<file path="config.mk">
export PLATFORM = sky130hd
export DESIGN_NAME = wr_done_poller
export DESIGN_NICKNAME = d
export VERILOG_FILES = /design/src/rtl/wdp_pkg.sv /design/src/rtl/wdp_status_eval.sv /design/src/rtl/wdp_confirm_track.sv /design/src/rtl/wdp_poll_budget.sv /design/src/rtl/wr_done_poller.sv
export SDC_FILE = /design/constraint.sdc
export NUM_CORES = 1
export LEC_CHECK = 0
export CAP_MARGIN = 25
export CORE_ASPECT_RATIO = 0.75
export CORE_MARGIN = 2
export CORE_UTILIZATION = 46
export DETAILED_ROUTE_END_ITERATION = 8
export GPL_ROUTABILITY_DRIVEN = 0
export PLACE_DENSITY = 0.87
export RECOVER_POWER = 50
export SYNTH_ARGS = -nofsm -noshare
export SYNTH_HDL_FRONTEND = slang
export SYNTH_SLANG_ARGS = --single-unit
</file>
<file path="constraint.sdc">
create_clock -name clk -period 5.1 [get_ports clk]
set_clock_uncertainty 0.15 [all_clocks]
set_input_delay 1.02 -clock clk [delete_from_list [all_inputs] [get_ports clk]]
set_output_delay 1.02 -clock clk [all_outputs]
set_load 0.005 [all_outputs]
</file>
<file path="src/rtl/wdp_pkg.sv">
package wdp_pkg;

  typedef enum logic {
    MODE_DATA   = 1'b0,
    MODE_TOGGLE = 1'b1
  } poll_mode_e;

  typedef enum logic {
    ST_IDLE = 1'b0,
    ST_WAIT = 1'b1
  } poll_state_e;

endpackage

</file>
<file path="src/rtl/wdp_status_eval.sv">
// Decides whether one returned word shows the write as finished.
module wdp_status_eval
  import wdp_pkg::*;
#(
  parameter int DW         = 16,
  parameter int DPOLL_BIT  = 7,
  parameter int TOGGLE_BIT = 6
) (
  input  poll_mode_e      mode,
  input  logic            erase,
  input  logic [DW-1:0]   exp_word,
  input  logic [DW-1:0]   rd_word,
  input  logic            prev_tb,
  input  logic            prev_vld,
  output logic            looks_done
);

  logic dp_ok;
  logic tg_ok;

  generate
    if (DPOLL_BIT >= DW || TOGGLE_BIT >= DW) begin : g_bad_bits
      initial $error("status bit positions exceed data width");
    end
  endgenerate

  always_comb begin
    dp_ok = erase ? rd_word[DPOLL_BIT] : (rd_word[DPOLL_BIT] == exp_word[DPOLL_BIT]);
    tg_ok = prev_vld && (rd_word[TOGGLE_BIT] == prev_tb);
    looks_done = (mode == MODE_TOGGLE) ? tg_ok : dp_ok;
  end

endmodule

</file>
<file path="src/rtl/wdp_confirm_track.sv">
// Tracks apparent completion and the confirming reads behind it.
module wdp_confirm_track #(
  parameter int CONFIRM_READS = 2,
  localparam int PW = $clog2(CONFIRM_READS + 1)
) (
  input  logic clk,
  input  logic rst,
  input  logic clr,
  input  logic sample,
  input  logic ok,
  output logic confirmed
);

  logic [PW-1:0] phase;

  assign confirmed = sample && ok && (phase == PW'(CONFIRM_READS));

  always_ff @(posedge clk) begin
    if (rst || clr) begin
      phase <= '0;
    end else if (sample) begin
      if (!ok) begin
        phase <= '0;
      end else if (phase != PW'(CONFIRM_READS)) begin
        phase <= phase + 1'b1;
      end
    end
  end

endmodule

</file>
<file path="src/rtl/wdp_poll_budget.sv">
// Counts responses and flags the one that exhausts the budget.
module wdp_poll_budget #(
  parameter int CW = 16
) (
  input  logic          clk,
  input  logic          rst,
  input  logic          clr,
  input  logic          inc,
  input  logic [CW-1:0] limit,
  output logic          exhausted
);

  logic [CW:0] cnt;
  logic [CW:0] cnt_nxt;

  assign cnt_nxt   = cnt + 1'b1;
  assign exhausted = inc && (cnt_nxt >= {1'b0, limit});

  always_ff @(posedge clk) begin
    if (rst || clr) begin
      cnt <= '0;
    end else if (inc && !exhausted) begin
      cnt <= cnt_nxt;
    end
  end

endmodule

</file>
<file path="src/rtl/wr_done_poller.sv">
module wr_done_poller
  import wdp_pkg::*;
#(
  parameter int AW            = 16,
  parameter int DW            = 16,
  parameter int CW            = 16,
  parameter int CONFIRM_READS = 2,
  parameter int DPOLL_BIT     = 7,
  parameter int TOGGLE_BIT    = 6
) (
  input  logic          clk,
  input  logic          rst,
  input  logic          start,
  input  logic          start_mode,
  input  logic          start_erase,
  input  logic [AW-1:0] start_addr,
  input  logic [DW-1:0] start_data,
  input  logic [CW-1:0] poll_limit,
  output logic          busy,
  output logic          rd_req,
  output logic [AW-1:0] rd_addr,
  input  logic          rd_valid,
  input  logic [DW-1:0] rd_data,
  output logic          done,
  output logic          timeout
);

  poll_state_e   state;
  poll_mode_e    job_mode;
  logic          job_erase;
  logic [DW-1:0] job_data;
  logic [CW-1:0] job_limit;
  logic          prev_tb;
  logic          prev_vld;
  logic          rd_req_q;
  logic [AW-1:0] rd_addr_q;
  logic          done_q;
  logic          timeout_q;

  logic accept;
  logic resp;
  logic looks_done;
  logic confirmed;
  logic exhausted;

  assign accept = (state == ST_IDLE) && start;
  assign resp   = (state == ST_WAIT) && rd_valid;

  wdp_status_eval #(
    .DW        (DW),
    .DPOLL_BIT (DPOLL_BIT),
    .TOGGLE_BIT(TOGGLE_BIT)
  ) u_eval (
    .mode      (job_mode),
    .erase     (job_erase),
    .exp_word  (job_data),
    .rd_word   (rd_data),
    .prev_tb   (prev_tb),
    .prev_vld  (prev_vld),
    .looks_done(looks_done)
  );

  wdp_confirm_track #(
    .CONFIRM_READS(CONFIRM_READS)
  ) u_confirm (
    .clk      (clk),
    .rst      (rst),
    .clr      (accept),
    .sample   (resp),
    .ok       (looks_done),
    .confirmed(confirmed)
  );

  wdp_poll_budget #(
    .CW(CW)
  ) u_budget (
    .clk      (clk),
    .rst      (rst),
    .clr      (accept),
    .inc      (resp),
    .limit    (job_limit),
    .exhausted(exhausted)
  );

  always_ff @(posedge clk) begin
    if (rst) begin
      state     <= ST_IDLE;
      job_mode  <= MODE_DATA;
      job_erase <= 1'b0;
      job_data  <= '0;
      job_limit <= '0;
      prev_tb   <= 1'b0;
      prev_vld  <= 1'b0;
      rd_req_q  <= 1'b0;
      rd_addr_q <= '0;
      done_q    <= 1'b0;
      timeout_q <= 1'b0;
    end else begin
      rd_req_q  <= 1'b0;
      done_q    <= 1'b0;
      timeout_q <= 1'b0;
      unique case (state)
        ST_IDLE: begin
          if (start) begin
            job_mode  <= poll_mode_e'(start_mode);
            job_erase <= start_erase;
            job_data  <= start_data;
            job_limit <= poll_limit;
            rd_addr_q <= start_addr;
            prev_vld  <= 1'b0;
            rd_req_q  <= 1'b1;
            state     <= ST_WAIT;
          end
        end
        ST_WAIT: begin
          if (rd_valid) begin
            prev_tb  <= rd_data[TOGGLE_BIT];
            prev_vld <= 1'b1;
            if (confirmed) begin
              done_q <= 1'b1;
              state  <= ST_IDLE;
            end else if (exhausted) begin
              timeout_q <= 1'b1;
              state     <= ST_IDLE;
            end else begin
              rd_req_q <= 1'b1;
            end
          end
        end
        default: state <= ST_IDLE;
      endcase
    end
  end

  assign busy    = (state == ST_WAIT);
  assign rd_req  = rd_req_q;
  assign rd_addr = rd_addr_q;
  assign done    = done_q;
  assign timeout = timeout_q;

endmodule

</file>
==> results of run 1 <==
-- report_power, final --
part	internal (mW)	switching, mW	leakage (nW)	total (mW)
clock	0.202	0.189	0.0876	0.391
sequential	0.489	0.0104	0.490	0.500
combinational	0.0722	0.0621	0.939	0.134
total	0.764	0.261	1.52	1.02
-- worst reg2reg max path, stage by stage (launching register included) --
cell	delay [ps]
dfxtp_1	430
ha_1	230
and3_1	310
nand3_1	190
nor2b_1	270
and3_1	250
xor2_1	160
ha_1	260
a21oi_1	120
o21ai_0	130
a221oi_1	360
nand3_2	210
or3_4	440
or3_1	330
a21oi_1	140
-- cell usage after synthesis, types with 2 or more instances --
cell type	number	area share, %
nand3_1	13	2.3
and3_2	3	0.81
nor4_1	5	1.1
o21ai_0	22	3.9
ha_1	18	8.1
or4_1	2	0.54
a22o_1	20	6.3
clkbuf_1	8	1.1
nor2_1	20	2.7
xor2_1	7	2.2
nor3_1	5	0.90
nand2_1	32	4.3
buf_4	2	0.54
or3_1	2	0.45
buf_6	2	0.81
a21oi_1	17	3.0
xnor2_1	14	4.4
a31o_2	5	1.6
nor2b_1	2	0.45
inv_1	17	2.3
a21o_1	2	0.54
dfxtp_1	60	43
nand4_1	3	0.67
nand2b_1	2	0.45
and3_1	5	1.1
o211ai_1	2	0.54
-- kinds of logic after synthesis --
family | synth area share [%]
buf+inv | 5.33
xor+xnor | 6.59
fa+ha+maj | 8.07
compound gates | 18.0
simple gates | 19.0
flops | 43.0
-- per-stage QoR --
stage	hold slack, ps	cell area, um2
floorplan	286	2790
global placement	306	3440
detailed placement	318	3450
CTS	330	3640
global route	339	3640
finish	323	3640
-- per-layer routing --
metal / track usage (%) / share of wire, %
met1: 25.5 / 46
met2: 31.7 / 44
met3: 9.15 / 8.6
met4: 5.96 / 0.79
met5: 0 / 0
-- final timing paths --
kind,startpoint,endpoint,slack (ps),cells past startpoint
worst max-delay path,u_budget.cnt[0],u_budget.cnt[12],1040,14
worst min-delay path,rd_addr[10],rd_addr[10],320,1
worst max register to register,u_budget.cnt[0],u_budget.cnt[12],1040,14
worst min register to register,rd_addr[10],rd_addr[10],320,1
-- cell type report --
class	count	area, um2
well taps	78	97.6
fillers	503	2190
clock buffers	11	151
flip-flops and latches	60	1200
repair buffers	65	642
clock inverters	5	36.3
inverters	17	63.8
multi-input cells	217	1440
-- registers in the layout, summed over array words and instances, names as in the netlist --
| register | cells |
|---|---|
| u_confirm.phase | 2 |
| prev_vld | 1 |
| job_erase | 1 |
| busy | 1 |
| u_budget.cnt | 17 |
| done | 1 |
| timeout | 1 |
| rd_addr | 16 |
| prev_tb | 1 |
| rd_req | 1 |
| job_mode | 1 |
| job_limit | 16 |
| job_data | 1 |
==> impl_metrics.ini, run 1 <==
[clock_network]
cts_tree = yes
hold_buffers = 0
htreeDepth = 3
cts_num_sinks = 60
insertion_delay_ps = 340
cts.repair.resized = 0
cts_root_buf = clkbuf_8
postCtsSetupRepairBufs = 0
cts_buffers = 9
clockBufferDepth = 2
path_clk_slew_ps = 70

[worst_setup_path]
crit_fanout = 11
cp_slowest_cell = or3_4
path_buf_inv = 0
worst_ep_required_time_ps = 5200
crit_family = simple AND/OR/NAND/NOR gates
end_kind = flop
worstSetupPathType = reg2reg
crit_chain = ha_1 -> and3_1 -> nand3_1 -> nor2b_1 -> and3_1 -> xor2_1 -> ha_1 -> a21oi_1 -> o21ai_0 -> a221oi_1 -> nand3_2 -> or3_4 -> or3_1 -> a21oi_1
critPathMaxStageDelay_ps = 440
start_kind = flop
worstPathArrival_ps = 4170

[floorplanning]
die_w_um = 94.0
die_h_um = 71.5
die-area_um2 = 6710
row_count = 24
ios = 90
core_um2 = 5830
start_util_pct = 47.9

[layout]
final_cell_mix = dfxtp_1 (60), clkdlybuf4s50_1 (46), nand2_1 (32)
area_growth_pct = 30.3
final_layout_size_suffix_gt1_share_pct = 10.4
layout_commonest_cell = dfxtp_1
postLayoutCoreUtil_pct = 62.4
diodes = 0
finalNonFillerCells = 453
fin_nets = 458

[timing]
post-route-period-util_pct = 79.7
fmax_mhz = 246
slew-limit-headroom_pct = 9.22
finalSetupViolCount = 0
setup_ws_ps = 1040
drv_slew = 0
hold_viol_final = 0
setup_tns_ps = 0
rsz0062_at_grt = no
period_minus_slack_ps = 4060
worst_pin_slew_ps = 1360

[logic_synthesis]
synthArstFlopShare_pct = 0
postSynthNetCount = 396
ys_types = 44
syn_area_um2 = 2790
syn_avg_cell_area_um2 = 9.06
yosys_warnings = 0
synth_cells = 308
synth_edf_count = 0
synth-main-ff-cell = dfxtp_1
yosys_register_bits = 60
synth_seq_area_share_pct = 43.0

[power]
max-vdd-ir-drop_uv = 219
powerDensity_nw_per_um2 = 282
total_power_mw = 1.02
total_leakage_power_nw = 1.52

[routing]
routedWlPerCell_um = 13.8
totalWireLength_mm = 6.24
drc = 0
drtAntennaViolNets = 0
drtIter0Drc = 130
first_pass_iters = 4
routed_via_density = 5.30
via_count = 2402

[global_route]
grt.overflow.total = 0
antenna_found_initial = 0
grt_max_degree = 37
grt_pass1_wl_mm = 10.7
groute.usage.overall_pct = 20.3
grt_pass1_vias = 2372

[place]
post-place-ws_ps = 1110
port_buffers = 60
place_hpwl_mm = 4.45
dp_cells = 437

[job]
drv_cap = 0

[min_path]
hold_class = reg2reg

[status]
status = finished, final reports clean
(Power assumes the default switching activity.)
==> run 2: changes to the inputs <==
- CORE_UTILIZATION: 46 -> 42
- PLACE_DENSITY: 0.87 -> 0.84
- clock period: 5.1 -> 3.3 ns (I/O delays scaled with it)
==> run 2 against run 1 <==
Utilization is 4.2 points higher. Register-to-register slack got worse by 1200 ps. Global-route usage is 0.98 points higher. Largest cell class unchanged. The run now ends with capacitance limit, slew limit, setup timing left. Worst setup slack got worse by 1200 ps. Flip-flop and latch count is the same. Hold slack gained 0.97 ps. Power is 66% higher. Routed wire length is 22% higher.
==> impl_metrics.ini, run 2 (same netlist as run 1, synthesis figures left out) <==
[clock_network]
cts_root_buf = clkbuf_8
hold_buffers = 0
htreeDepth = 3
cts_num_sinks = 60
clockBufferDepth = 2
cts_buffers = 9
insertion_delay_ps = 350
path_clk_slew_ps = 70
cts_tree = yes

[power]
max-vdd-ir-drop_uv = 260
switching_power_mw = 0.444
comb_power_share_pct = 14.9
swShare_pct = 26.1
total_leakage_power_nw = 1.78
p_int_mw = 1.26
seqPwrFrac_pct = 45.2
pwr-share-clk_pct = 39.9
powerDensity_nw_per_um2 = 403

[global_route]
antenna_found_initial = 0
grt_pass1_wl_mm = 12.2
grt_pass1_vias = 2664
grt.overflow.total = 0
groute.usage.overall_pct = 21.3
grt_max_degree = 37

[floorplanning]
row_count = 25
die-area_um2 = 7320
ios = 90
die_w_um = 98.1
die_h_um = 74.6
core_um2 = 6350
start_util_pct = 44.0

[job]
drv_cap = 1

[timing]
setup_ws_ps = -206
finalSetupViolCount = 11
fmax_mhz = 285
period_minus_slack_ps = 3510
slew-limit-headroom_pct = -8.95
rsz0062_at_grt = yes
hold_viol_final = 0
holdWs_ps = 324
drv_slew = 37
worst_pin_slew_ps = 1630
post-route-period-util_pct = 106

[routing]
routedWlPerCell_um = 15.3
via_count = 2627
drc = 0
totalWireLength_mm = 7.61
drtIter0Drc = 115
first_pass_iters = 4
routed_via_density = 5.29
drtAntennaViolNets = 0

[worst_setup_path]
end_kind = flop
worst_ep_required_time_ps = 3360
crit_chain = ha_4 -> and3_4 -> nand3_4 -> nor2b_4 -> and3_4 -> xor2_1 -> ha_1 -> a21oi_2 -> o21ai_2 -> a221oi_4 -> nand3_2 -> or3_4 -> o311ai_0 -> nand2_1
path_depth = 14
path_buf_inv = 0
crit_family = simple AND/OR/NAND/NOR gates
worstPathArrival_ps = 3570
critPathMaxStageDelay_ps = 450
r2r_slack_ps = -210
worstSetupPathType = reg2reg
cp_slowest_cell = or3_4
crit_start = u_budget.cnt[0]
crit_fanout = 5
worstReg2RegStart = u_budget.cnt[0]
r2r_end = u_budget.cnt[15]
worstRegToRegCells = 14
cpMostUsedCell = and3_4
crit_path_end = u_budget.cnt[15]
start_kind = flop

[layout]
postLayoutCoreUtil_pct = 66.6
largest_reg_flops = 17
area_growth_pct = 51.5
fin_nets = 499
seq_area_um2 = 1210
fillers = 504
layout_commonest_cell = dfxtp_1
final_cell_mix = dfxtp_1 (57), buf_4 (41), clkdlybuf4s50_1 (38)
final_layout_size_suffix_gt1_share_pct = 26.9
regMostFlops = u_budget.cnt
multi_input_area_um2 = 1710
finalNonFillerCells = 497
diodes = 0

[place]
dp_cells = 472
place_hpwl_mm = 4.95
port_buffers = 60

[status]
failed_checks = capacitance limit, slew limit, setup timing
status = complete, but fails checks

[min_path]
hold_class = reg2reg
## run 2: changes by cell type in the layout (fill, tap and decap cells not counted), sizes merged
cell / change
dlygate4sd3: +8
or3: +1
bufinv: +1
buf: +40
clkdlybuf4s50: -8
clkinv: -1
## run 2: cell type report
class	instances	area share (%)
Multi-Input combinational cell	218	40.4
Sequential cell	60	28.6
Timing Repair Buffer	105	22.4
Clock buffer	11	3.34
Tap cell	81	2.40
Inverter	17	1.51
Clock inverter	5	1.45
## run 2: metal layers
metal | global-route usage, % | part of all wire, %
met3 | 6.77 | 6.5
met1 | 25.6 | 44
met5 | 0 | 0
met2 | 36.5 | 48
met4 | 7.91 | 1.6
## run 2: repair_timing
action	in CTS	in global routing
setup buffers	5	3
gates cloned	1	0
resized for setup	13	18
endpoints found under the setup margin	17	20
pin swaps	22	10
## run 2: worst register-to-register path, delay by kind of cell (launching register included)
family,cells,cell delay [ps]
compound gates,4,950
xor+xnor,1,140
fa+ha+maj,2,410
flops,1,370
simple gates,7,1360
## run 2: through the flow
step | TNS, ps | power, mW | area [um2] | setup WS, ps
after floorplan | -401 | 0.895 | 2880 | -105
after global placement | -762 | 1.01 | 3780 | -85.3
after detailed placement | -1810 | 1.02 | 3780 | -152
after CTS | -10.8 | 1.70 | 4100 | -5.72
after global routing | -2900 | 1.77 | 4230 | -289
final | -982 | 1.70 | 4230 | -206
## run 2: worst min path at each step
stage / start / to / slack (ps) / cells past startpoint
after detailed placement: rd_addr[9] / rd_addr[9] / 320 / 1
after global routing: rd_addr[15] / rd_addr[15] / 340 / 1
after global placement: prev_vld / prev_vld / 310 / 2
after CTS: rd_addr[9] / rd_addr[9] / 330 / 1
after floorplan: prev_vld / prev_vld / 290 / 2
final: rd_addr[9] / rd_addr[9] / 320 / 1
## run 2: power by group through the flow
stage                     Clock (mW)  Combinational [mW]  Sequential, mW
after floorplan                    0               0.108           0.786
after global placement             0               0.224           0.787
after detailed placement           0               0.231           0.787
after CTS                      0.690               0.241           0.772
after global routing           0.723               0.277           0.774
final                          0.680               0.253           0.771
==> run 3: changes to the inputs <==
- CAP_MARGIN: 25 -> 10
- SETUP_SLACK_MARGIN: not set -> 0.2
==> run 3 against run 2 <==
The flow finishes with violations (setup timing). Largest cell class unchanged. First-iteration DRC count is 11% lower. Utilization is 0.61 points higher. Global-route usage is 0.34 points higher. Critical endpoint is now u_budget.cnt[3].
==> impl_metrics.ini, run 3 (same netlist as run 1, synthesis figures left out) <==
[status]
status = complete, but fails checks
failed_checks = setup timing

[min_path]
whs_endpoint = rd_addr[0]
hold_class = reg2reg
holdPathStages = 1
hold_start = rd_addr[0]

[global_route]
groute.usage.overall_pct = 21.6
grt_pass1_wl_mm = 12.2
grt_pass1_vias = 2680
antenna_found_initial = 0
grt_max_degree = 37
grt.overflow.total = 0

[place]
place_hpwl_mm = 5.26
port_buffers = 60

[routing]
routedWlPerCell_um = 15.5
routed_via_density = 5.27
via_count = 2640
drtAntennaViolNets = 0
drc = 0
totalWireLength_mm = 7.76
first_pass_iters = 4
drtIter0Drc = 102

[timing]
slew-limit-headroom_pct = 33.0
setup_ws_ps = -108
fmax_mhz = 293
hold_viol_final = 0
drv_slew = 0
post-route-period-util_pct = 103
period_minus_slack_ps = 3410
finalSetupViolCount = 15
setup_tns_ps = -987
rsz0062_at_grt = yes
worst_pin_slew_ps = 1010

[worst_setup_path]
worstReg2RegStart = u_budget.cnt[0]
worstPathArrival_ps = 3550
crit_chain = ha_4 -> and3_4 -> nand3_4 -> nor2b_4 -> and3_4 -> xor2_2 -> ha_1 -> buf_4 -> nand4_1 -> nor4_2 -> or2_4 -> or3_4 -> or4_1 -> nand2_1
worst_ep_required_time_ps = 3450
worstRegToRegCells = 14
r2r_slack_ps = -110
end_kind = flop
crit_fanout = 5
start_kind = flop
worstSetupPathType = reg2reg
cp_slowest_cell = or3_4
r2r_end = u_budget.cnt[3]
critPathMaxStageDelay_ps = 420
cpMostUsedCell = and3_4

[clock_network]
hold_buffers = 0
clockBufferDepth = 2
cts_num_sinks = 60
cts_tree = yes
path_clk_slew_ps = 70
cts_buffers = 9
htreeDepth = 3
insertion_delay_ps = 350
cts_root_buf = clkbuf_8

[job]
drv_cap = 0

[layout]
final_layout_size_suffix_gt1_share_pct = 28.6
diodes = 0
postLayoutCoreUtil_pct = 67.2
fin_nets = 504
largest_reg_flops = 17
regMostFlops = u_budget.cnt
layout_commonest_cell = dfxtp_1
final_cell_mix = dfxtp_1 (57), buf_4 (45), clkdlybuf4s50_1 (43)
area_growth_pct = 52.8

[floorplanning]
die_w_um = 98.1
row_count = 25
die-area_um2 = 7320
start_util_pct = 44.0
core_um2 = 6350
die_h_um = 74.6
ios = 90

[power]
total_leakage_power_nw = 1.80
powerDensity_nw_per_um2 = 409
total_power_mw = 1.74
max-vdd-ir-drop_uv = 258
## run 3: worst max path at each step
| stage | endpoint | slack (ps) | start |
|---|---|---|---|
| detailed placement | u_budget.cnt[4] | -220 | u_budget.cnt[1] |
| finish | u_budget.cnt[3] | -110 | u_budget.cnt[0] |
| floorplan | u_budget.cnt[12] | -100 | u_budget.cnt[1] |
| global placement | u_budget.cnt[4] | -210 | u_budget.cnt[1] |
| global route | u_budget.cnt[4] | -240 | u_budget.cnt[0] |
| CTS | u_budget.cnt[15] | -30 | u_budget.cnt[1] |
## run 3: per-stage QoR
stage	instance area [um2]	std cells	hold WS [ps]	worst slack, ps
after global routing	4270	501	347	-236
after global placement	3790	473	304	-210
after detailed placement	3790	473	314	-216
after floorplan	2880	308	286	-105
after CTS	4130	493	335	-34.2
final	4270	501	326	-108
## run 3: area by class of cell
class | count | area (um2)
Clock buffer | 10 | 128
Clock inverter | 5 | 76.3
Fill cell | 486 | 2080
Inverter | 17 | 63.8
Multi-Input combinational cell | 218 | 1700
Sequential cell | 60 | 1210
Tap cell | 81 | 101
Timing Repair Buffer | 110 | 991
## run 3: layer usage
metal	vias to the layer above	track usage [%]	share of wire (%)
li1	1303	-	-
met1	1253	23.8	43
met2	74	38.5	48
met3	10	9.87	7.8
met4	0	6.39	1.3
met5	-	0	0
## run 3: worst max-delay path, delay by kind of cell, from the launching register on
kind                     cells  cell delay, ps
XOR/XNOR                     1             130
AND/OR/NAND/NOR             10            2140
buffers and inverters        1             150
flip-flops                   1             360
adder cells (fa/ha/maj)      2             420
## run 3: report_power, final
part / switching, mW / internal (mW) / total [mW]
clock: 0.298 / 0.419 / 0.717
combinational: 0.119 / 0.136 / 0.255
sequential: 0.0153 / 0.756 / 0.771
total: 0.433 / 1.31 / 1.74
## run 3: timing repair
action / CTS / global route
buffers inserted: 4 / 8
endpoints found under the setup margin: 20 / 20
pin swaps: 6 / 19
resized for setup: 21 / 17
gates cloned: 1 / 0
